`config.mk`:
```
export PLATFORM = sky130hd
export DESIGN_NAME = cfg_access_bridge
export DESIGN_NICKNAME = d
export VERILOG_FILES = /design/src/rtl/cfgb_pkg.sv /design/src/rtl/cfgb_port_decode.sv /design/src/rtl/cfgb_sel_latch.sv /design/src/rtl/cfgb_wr_filter.sv /design/src/rtl/cfg_access_bridge.sv
export SDC_FILE = /design/constraint.sdc
export NUM_CORES = 1
export LEC_CHECK = 0
export ABC_AREA = 1
export CORE_MARGIN = 5
export CORE_UTILIZATION = 35
export DETAILED_ROUTE_END_ITERATION = 8
export PLACE_DENSITY_LB_ADDON = 0.1
export SLEW_MARGIN = 5
export SYNTH_ARGS = -nofsm -noshare
export SYNTH_HDL_FRONTEND = slang
export SYNTH_SLANG_ARGS = --single-unit
```
`constraint.sdc`:
```
create_clock -name clk -period 4 [get_ports clk]
set_input_delay 0.6 -clock clk [delete_from_list [all_inputs] [get_ports clk]]
set_output_delay 0.6 -clock clk [all_outputs]
set_load 0.02 [all_outputs]
```
`src/rtl/cfgb_pkg.sv`:
```
package cfgb_pkg;
  localparam int DATA_W = 32;
  localparam int LEN_W  = 3;

  // all-ones response sized by the access length code
  function automatic logic [DATA_W-1:0] ones_for_len(input logic [LEN_W-1:0] len);
    case (len)
      3'd1:    ones_for_len = 32'h0000_00FF;
      3'd2:    ones_for_len = 32'h0000_FFFF;
      default: ones_for_len = 32'hFFFF_FFFF;
    endcase
  endfunction
endpackage

```
`src/rtl/cfgb_port_decode.sv`:
```
module cfgb_port_decode #(
  parameter int              PORT_W      = 16,
  parameter logic [PORT_W-1:0] SEL_PORT  = 16'h0CF8,
  parameter logic [PORT_W-1:0] WIN_BASE  = 16'h0CFC
) (
  input  logic [PORT_W-1:0]         addr,
  input  logic [cfgb_pkg::LEN_W-1:0] len,
  output logic                      sel_hit,
  output logic                      sel_len_ok,
  output logic                      win_hit,
  output logic                      win_len_ok,
  output logic [1:0]                lane
);
  assign sel_hit    = (addr == SEL_PORT);
  assign sel_len_ok = (len == 3'd4);
  assign win_hit    = (addr[PORT_W-1:2] == WIN_BASE[PORT_W-1:2]);
  assign win_len_ok = (len == 3'd1) || (len == 3'd2) || (len == 3'd4);
  assign lane       = addr[1:0];
endmodule

```
`src/rtl/cfgb_sel_latch.sv`:
```
module cfgb_sel_latch #(
  parameter int W = 32
) (
  input  logic         clk,
  input  logic         rst,
  input  logic         wr_en,
  input  logic [W-1:0] wdata,
  output logic [W-1:0] sel_q
);
  always_ff @(posedge clk) begin
    if (rst)        sel_q <= '0;
    else if (wr_en) sel_q <= wdata;
  end


  sel_rst_chk: assert property (@(posedge clk) rst |=> sel_q == '0);
endmodule

```
`src/rtl/cfgb_wr_filter.sv`:
```
module cfgb_wr_filter #(
  parameter logic [15:0] RO_MASK = 16'h4F0F
) (
  input  logic [7:0] offset,
  output logic       writable
);
  logic in_header;
  assign in_header = (offset[7:4] == 4'd0);
  assign writable  = !(in_header && RO_MASK[offset[3:0]]);
endmodule

```
`src/rtl/cfg_access_bridge.sv`:
```
module cfg_access_bridge #(
  parameter int                PORT_W   = 16,
  parameter logic [PORT_W-1:0] SEL_PORT = 16'h0CF8,
  parameter logic [PORT_W-1:0] WIN_BASE = 16'h0CFC,
  parameter logic [15:0]       RO_MASK  = 16'h4F0F
) (
  input  logic              clk,
  input  logic              rst,
  input  logic              host_req,
  input  logic              host_we,
  input  logic [PORT_W-1:0] host_addr,
  input  logic [2:0]        host_len,
  input  logic [31:0]       host_wdata,
  output logic [31:0]       host_rdata,
  output logic              tgt_req,
  output logic              tgt_we,
  output logic [7:0]        tgt_devfn,
  output logic [7:0]        tgt_reg,
  output logic [2:0]        tgt_len,
  output logic [31:0]       tgt_wdata,
  input  logic              tgt_present,
  input  logic [31:0]       tgt_rdata
);
  import cfgb_pkg::*;

  logic             sel_hit, sel_len_ok, win_hit, win_len_ok;
  logic [1:0]       lane;
  logic [DATA_W-1:0] sel_q;
  logic             enabled, writable, win_go;
  logic [DATA_W-1:0] rd_next;

  cfgb_port_decode #(.PORT_W(PORT_W), .SEL_PORT(SEL_PORT), .WIN_BASE(WIN_BASE)) dec_i (
    .addr(host_addr), .len(host_len), .sel_hit(sel_hit), .sel_len_ok(sel_len_ok),
    .win_hit(win_hit), .win_len_ok(win_len_ok), .lane(lane)
  );

  cfgb_sel_latch #(.W(DATA_W)) sel_i (
    .clk(clk), .rst(rst),
    .wr_en(host_req && host_we && sel_hit && sel_len_ok),
    .wdata(host_wdata), .sel_q(sel_q)
  );

  assign enabled   = sel_q[31] && (sel_q[23:16] == 8'd0);
  assign tgt_devfn = sel_q[15:8];
  assign tgt_reg   = {sel_q[7:2], 2'b00} + {6'd0, lane};

  cfgb_wr_filter #(.RO_MASK(RO_MASK)) flt_i (.offset(tgt_reg), .writable(writable));

  assign win_go    = host_req && win_hit && win_len_ok && enabled;
  assign tgt_req   = win_go && (!host_we || writable);
  assign tgt_we    = host_we;
  assign tgt_len   = host_len;
  assign tgt_wdata = host_wdata;

  always_comb begin
    if (sel_hit)
      rd_next = sel_len_ok ? sel_q : ones_for_len(host_len);
    else if (win_hit && !win_len_ok)
      rd_next = ones_for_len(host_len);
    else if (win_hit)
      rd_next = (enabled && tgt_present) ? tgt_rdata : '1;
    else
      rd_next = ones_for_len(host_len);
  end

  always_ff @(posedge clk) begin
    if (rst)                       host_rdata <= '0;
    else if (host_req && !host_we) host_rdata <= rd_next;
  end


  sel_narrow_chk: assert property (@(posedge clk) disable iff (rst)
    (host_req && (host_addr == SEL_PORT) && (host_len != 3'd4)) |=> $stable(sel_q));

  enable_gate_chk: assert property (@(posedge clk) disable iff (rst)
    tgt_req |-> (sel_q[31] && sel_q[23:16] == 8'd0));

  ro_drop_chk: assert property (@(posedge clk) disable iff (rst)
    (tgt_req && tgt_we) |-> !(tgt_reg inside {8'd0, 8'd1, 8'd2, 8'd3, 8'd8, 8'd9, 8'd10, 8'd11, 8'd14}));

  absent_ones_chk: assert property (@(posedge clk) disable iff (rst)
    (tgt_req && !tgt_we && !tgt_present) |=> host_rdata == 32'hFFFF_FFFF);

  rdata_hold_chk: assert property (@(posedge clk) disable iff (rst)
    !(host_req && !host_we) |=> $stable(host_rdata));
endmodule

```
==> results.json, run 1 <==
{
  "yosys.area.top_type": "dfxtp_1",
  "rows": 37,
  "synth_cell_types": 25,
  "min-delay-start": "sel_i.sel_q[16]$_SDFFE_PP0P_",
  "worstHoldPathType": "reg2reg",
  "antenna_found_initial": 0,
  "synthesis.area_sq_um": 3670,
  "finalSetupViolations": 0,
  "min_path_cells": 2,
  "drtIter0Drc": 176,
  "seq_power_share": 0.412,
  "cts_tree": "done",
  "insertion_delay_ns": 0.34,
  "period_share": 0.825,
  "slew_headroom": 0.548,
  "setup_tns_ns": 0,
  "maxCapViolations": 0,
  "tightestPinTransition_ns": 0.675,
  "timing.rr.start": "sel_i.sel_q[19]$_SDFFE_PP0P_",
  "via_per_inst": 4.74,
  "hold-path-endpoint": "sel_i.sel_q[16]$_SDFFE_PP0P_",
  "yosysWarnings": 0,
  "p_sw_mw": 0.429,
  "wl_per_cell_um": 14.4,
  "grt_pass1_wl_um": 18800,
  "post-cts-setup-buffers": 0,
  "finClkSkew_ns": 0.00597,
  "r2r_slack_ns": 2.12,
  "timing.rr.end": "host_rdata[29]$_SDFFE_PP0P_",
  "p_per_area_nw_per_um2": 308,
  "seq_area_frac_synth": 0.349,
  "syn-num-nets": 648,
  "p_int_mw": 1.20,
  "hold_buffers": 0,
  "netlist_top_cells_area": "dfxtp_1 (35%), buf_4 (11%), nand2_1 (9.9%)",
  "final_cell_mix": "clkdlybuf4s50_1 (172), nand2_1 (97), nor2_1 (92)",
  "ys_seq_elements": 64,
  "period_needed_ns": 3.30,
  "crit_arrival_ns": 2.70,
  "worst_ep_required_time_ns": 3.40,
  "drive_above_1_share": 0.0524,
  "vdd_drop_max_mv": 0.160,
  "place.gp.congestion": 0.831,
  "vias": 3809,
  "cts.sinks": 64,
  "crit_path_start_kind": "input port",
  "antenna_cells": 0,
  "postRouteWirelength_um": 11600,
  "layout_setup_ws_ns": 0.699,
  "track_usage": 0.183,
  "numCtsBuffers": 9,
  "r2r_cells": 9,
  "avgSynthCellArea_sq_um": 6.55,
  "num_io_pins": 173,
  "leakage_nw": 2.07,
  "grt_max_degree": 65,
  "comb_power_share": 0.196,
  "status": "completed",
  "port_buffers": 172,
  "final_common_cell": "clkdlybuf4s50_1",
  "first_pass_iters": 4,
  "synth.top_cell.area_share": 0.349,
  "crit_start": "host_addr[2]",
  "clkTransAtPathRegs_ns": 0.07,
  "clock_power_share": 0.392,
  "place_ws_ns": 0.665,
  "cts_max_path_buffers": 2,
  "hold_viol": 0,
  "die_area_sq_um": 12600,
  "layout.nets": 751,
  "path_class": "in2out",
  "ant_nets": 0,
  "initial_utilization": 0.357,
  "finalMaxSlewViolations": 0,
  "post-dp-hpwl_um": 8900,
  "ctsResizeCount": 0,
  "core_area_sq_um": 10300,
  "area.growth.synth_to_final_pct": 44.2,
  "dieHeight_um": 112,
  "fmax_ghz": 0.303,
  "endpoint_kind": "primary output",
  "rsz0062_at_grt": "false",
  "htreeDepth": 3,
  "fill_cells": 1084,
  "path_max_fanout": 3,
  "grt_pass1_vias": 3638,
  "grt.overflow.total": 0,
  "drc": 0,
  "postSynthCellCount": 560,
  "die_w_um": 112,
  "root_buffer": "clkbuf_8",
  "swShare": 0.264
}
## cells by family after synthesis
logic type / count (synthesis) / synth area share
DFF: 64 / 0.349
and+or+nand+nor: 264 / 0.311
AOI/OAI and AO/OA: 107 / 0.147
buffers and inverters: 125 / 0.193
## through the flow
step	total power, mW	utilization	hold slack, ns	instances	area [sq um]
4_1_cts	1.65	0.514	0.494	804	5290
3_5_place_dp	1.01	0.492	0.477	788	5050
2_1_floorplan	0.836	-	0.450	560	3670
6_report	1.63	0.514	0.495	804	5290
3_3_place_gp	1.00	0.492	0.471	788	5050
5_1_grt	1.70	0.514	0.523	804	5290
## power groups by stage
stage / logic, mW / registers [mW] / clock network (mW)
2_1_floorplan: 0.125 / 0.711 / 0
4_1_cts: 0.322 / 0.670 / 0.654
3_3_place_gp: 0.319 / 0.684 / 0
6_report: 0.318 / 0.670 / 0.638
3_5_place_dp: 0.320 / 0.685 / 0
5_1_grt: 0.343 / 0.673 / 0.682
## cell usage after synthesis (all sizes together)
library cell  count
buf              63
inv              37
nand3            41
clkinv            2
o21ai            78
o31ai             1
nand2            99
clkbuf           23
nor3b             1
nor3              2
a21oi            28
nor4              1
nor2             95
dfxtp            64
nand4            25
## sequential cells by signal, indices dropped and copies added, names as in the netlist
register     flops
host_rdata      32
sel_i.sel_q     32
## worst max-delay path by stage
stage / end / slack [ns] / cells after the start
6_report: tgt_req / 0.70 / 10
5_1_grt: tgt_req / 0.58 / 10
4_1_cts: tgt_req / 0.66 / 10
3_5_place_dp: tgt_req / 0.67 / 10
3_3_place_gp: tgt_req / 0.72 / 10
2_1_floorplan: tgt_req / 1.55 / 8
## critical path, stage by stage
cell and delay [ns]:
clkdlybuf4s50_1 0.52, nand2_1 0.06, inv_1 0.06, nand2_1 0.04, nor2_1 0.22, nand2_1 0.11
clkinv_1 0.07, nand4_1 0.09, nor3_1 0.27, clkdlybuf4s50_1 0.67
## layer usage
layer / up-vias / part of all wire / GRT usage
li1: 1987 / - / -
met1: 1680 / 0.47 / 0.251
met2: 134 / 0.45 / 0.282
met3: 8 / 0.073 / 0.0512
met4: 0 / 0.010 / 0.0505
met5: - / 0 / 0
## cell type report
cell class / instances / area, sq um / area share
Tap cell: 136 / 170 / 0.0322
Multi-Input combinational cell: 371 / 1690 / 0.320
Clock inverter: 6 / 92.6 / 0.0175
Sequential cell: 64 / 1280 / 0.242
Timing Repair Buffer: 178 / 1770 / 0.334
Clock buffer: 10 / 138 / 0.0260
Inverter: 39 / 148 / 0.0279
Power figures use the tool's default switching activity.
==> run 2: changes to the inputs <==
==> constraint.sdc (replaced) <==
create_clock -name clk -period 2.7 [get_ports clk]
set_input_delay 0.405 -clock clk [delete_from_list [all_inputs] [get_ports clk]]
set_output_delay 0.405 -clock clk [all_outputs]
set_load 0.02 [all_outputs]
==> run 2 against run 1 <==
  * Worst setup slack lost 0.50 ns
  * Flip-flop and latch count is the same
  * Non-clock buffer count grew 18
  * Worst hold slack gained 0.0025 ns
  * Core utilization grew 1.2 points
  * Final cell count grew 2.2%
  * First-iteration DRC count shrank 4.5%
  * Count of clock-buffer cells in the layout shrank 1
  * Register-to-register slack lost 1.4 ns
  * Via count grew 1.0%
  * Critical path depth grew 1
  * Die area is the same
  * Critical endpoint unchanged
==> results.json, run 2 (synthesis gave the netlist of run 1 again) <==
{
  "status": "completed",
  "core_area_sq_um": 10300,
  "antenna_found_initial": 0,
  "period_needed_ns": 2.50,
  "min_path_cells": 2,
  "finalSetupViolations": 0,
  "worst_ep_required_time_ns": 2.30,
  "initial_utilization": 0.357,
  "path_class": "in2out",
  "finalMaxSlewViolations": 0,
  "cts_max_path_buffers": 2,
  "worst_hold_slack_ns": 0.497,
  "timing.rr.end": "host_rdata[27]$_SDFFE_PP0P_",
  "clkTransAtPathRegs_ns": 0.07,
  "post-dp-hpwl_um": 9140,
  "via_per_inst": 4.68,
  "final_cell_mix": "clkdlybuf4s50_1 (171), nand2_1 (97), nor2_1 (91)",
  "rows": 37,
  "cts_tree": "done",
  "drc": 0,
  "die_area_sq_um": 12600,
  "layout.nets": 769,
  "numCtsBuffers": 9,
  "grt_pass1_wl_um": 18700,
  "wl_per_cell_um": 14.2,
  "post-cts-setup-buffers": 0,
  "dieHeight_um": 112,
  "die_w_um": 112,
  "vdd_drop_max_mv": 0.200,
  "port_buffers": 172,
  "grt.overflow.total": 0,
  "dpl-instance-area_sq_um": 5190,
  "busiest_layer": "met2",
  "tightestPinTransition_ns": 0.532,
  "htreeDepth": 3,
  "leakage_nw": 2.17,
  "endpoint_kind": "primary output",
  "worstHoldPathType": "reg2reg",
  "path_cells": "clkdlybuf4s50_1, nand2_1, inv_1, nand2_1, nor2_2, nand2_1, clkinv_1, nand4_1, nor3_1, buf_4, dlygate4sd2_1",
  "period_share": 0.925,
  "use_met3": 0.0518,
  "grtUsageMet2": 0.285,
  "grt_use_met1": 0.244,
  "timing.rr.start": "sel_i.sel_q[19]$_SDFFE_PP0P_",
  "min-delay-start": "sel_i.sel_q[1]$_SDFFE_PP0P_",
  "stdcell_area_sq_um": 5410,
  "ant_nets": 0,
  "place.gp.congestion": 0.859,
  "r2r_slack_ns": 0.73,
  "grt_pass1_vias": 3656,
  "cp_common_cell": "nand2_1",
  "maxCapViolations": 0,
  "cts.sinks": 64,
  "num_io_pins": 173,
  "antenna_cells": 0,
  "cp_slowest_cell": "clkdlybuf4s50_1",
  "path_max_fanout": 2,
  "crit_family": "buffers and inverters",
  "hold_viol": 0,
  "first_pass_iters": 4,
  "critical_path.max_stage_delay_ns": 0.50,
  "place_inst": 806,
  "fin_util": 0.526,
  "r2r_cells": 9,
  "area.growth.synth_to_final_pct": 47.6,
  "reg.largest.list": "host_rdata x32, sel_i.sel_q x32",
  "drtIter0Drc": 168,
  "p_per_area_nw_per_um2": 443,
  "postRouteWirelength_um": 11700,
  "track_usage": 0.182,
  "crit_path_start_kind": "input port",
  "fmax_ghz": 0.400,
  "crit_buf_inv": 5,
  "drive_above_1_share": 0.0787,
  "grt_max_degree": 65,
  "root_buffer": "clkbuf_8",
  "slew_headroom": 0.645,
  "crit_arrival_ns": 2.09,
  "insertion_delay_ns": 0.34,
  "final_cells": 822,
  "final_common_cell": "clkdlybuf4s50_1",
  "hold-path-endpoint": "sel_i.sel_q[1]$_SDFFE_PP0P_",
  "finClkSkew_ns": 0.00804,
  "vias": 3847
}
-- run 2: cell types whose count changed in the layout (fill, tap and decap cells not counted) --
cell,previous run,this run
buf_4,6,24
clkbuf_8,10,9
clkdlybuf4s50_1,172,171
clkinv_2,1,3
clkinv_4,2,1
clkinvlp_4,2,1
dlygate4sd2_1,0,1
inv_6,0,1
nor2_1,92,91
nor2_2,1,2
-- run 2: stage by stage --
step           power [mW]  setup TNS [ns]  worst slack (ns)
5_1_grt              2.51         -0.0240           -0.0240
3_3_place_gp         1.50         -0.0748           -0.0748
2_1_floorplan        1.24               0             0.639
3_5_place_dp         1.50          -0.139            -0.139
6_report             2.40               0             0.203
4_1_cts              2.43               0             0.130
-- run 2: cell type report --
type | instances | area, sq um
fillers | 1019 | 4870
repair buffers | 196 | 1900
multi-input cells | 371 | 1690
flip-flops and latches | 64 | 1280
well taps | 136 | 170
inverters | 39 | 148
clock buffers | 9 | 124
clock inverters | 7 | 95.1
-- run 2: repair_timing --
item / in CTS / in global routing
hold buffers: 0 / 0
gates resized for setup: 1 / 1
setup endpoints to repair: 1 / 1
-- run 2: power by group --
part | leakage [nW] | total (mW) | internal, mW | switching (mW)
logic | 1.54 | 0.487 | 0.262 | 0.225
registers | 0.523 | 0.993 | 0.977 | 0.0162
clock network | 0.110 | 0.918 | 0.521 | 0.397
-- run 2: tightest hold or removal path: cells and delay by family, from the launching register on --
kind             cells  cell delay [ns]
AND/OR/NAND/NOR      2             0.13
flip-flops           1             0.33
-- run 2: worst max path at each step --
stage / from / end / slack (ns) / cells past startpoint
after floorplan: host_addr[9] / tgt_req / 0.64 / 8
after global placement: host_addr[2] / tgt_req / -0.07 / 11
after detailed placement: host_addr[3] / tgt_req / -0.14 / 11
after CTS: host_addr[3] / tgt_req / 0.13 / 11
after global routing: host_addr[3] / tgt_req / -0.02 / 11
final: host_addr[3] / tgt_req / 0.20 / 11
-- run 2: metal layers --
| layer | part of all wire | routed length, um |
|---|---|---|
| met5 | 0 | 0 |
| met1 | 0.47 | 5460 |
| met4 | 0.0063 | 74 |
| met2 | 0.45 | 5320 |
| met3 | 0.072 | 838 |
==> run 3: changes to the inputs <==
--- a/config.mk
+++ b/config.mk
@@ -9,6 +9,7 @@
 export CORE_MARGIN = 5
 export CORE_UTILIZATION = 35
 export DETAILED_ROUTE_END_ITERATION = 8
+export HOLD_SLACK_MARGIN = 0.05
 export PLACE_DENSITY_LB_ADDON = 0.1
 export SLEW_MARGIN = 5
 export SYNTH_ARGS = -nofsm -noshare
==> results of run 3 <==
Same layout as run 2: the final DEF is identical, and so are final timing and power.
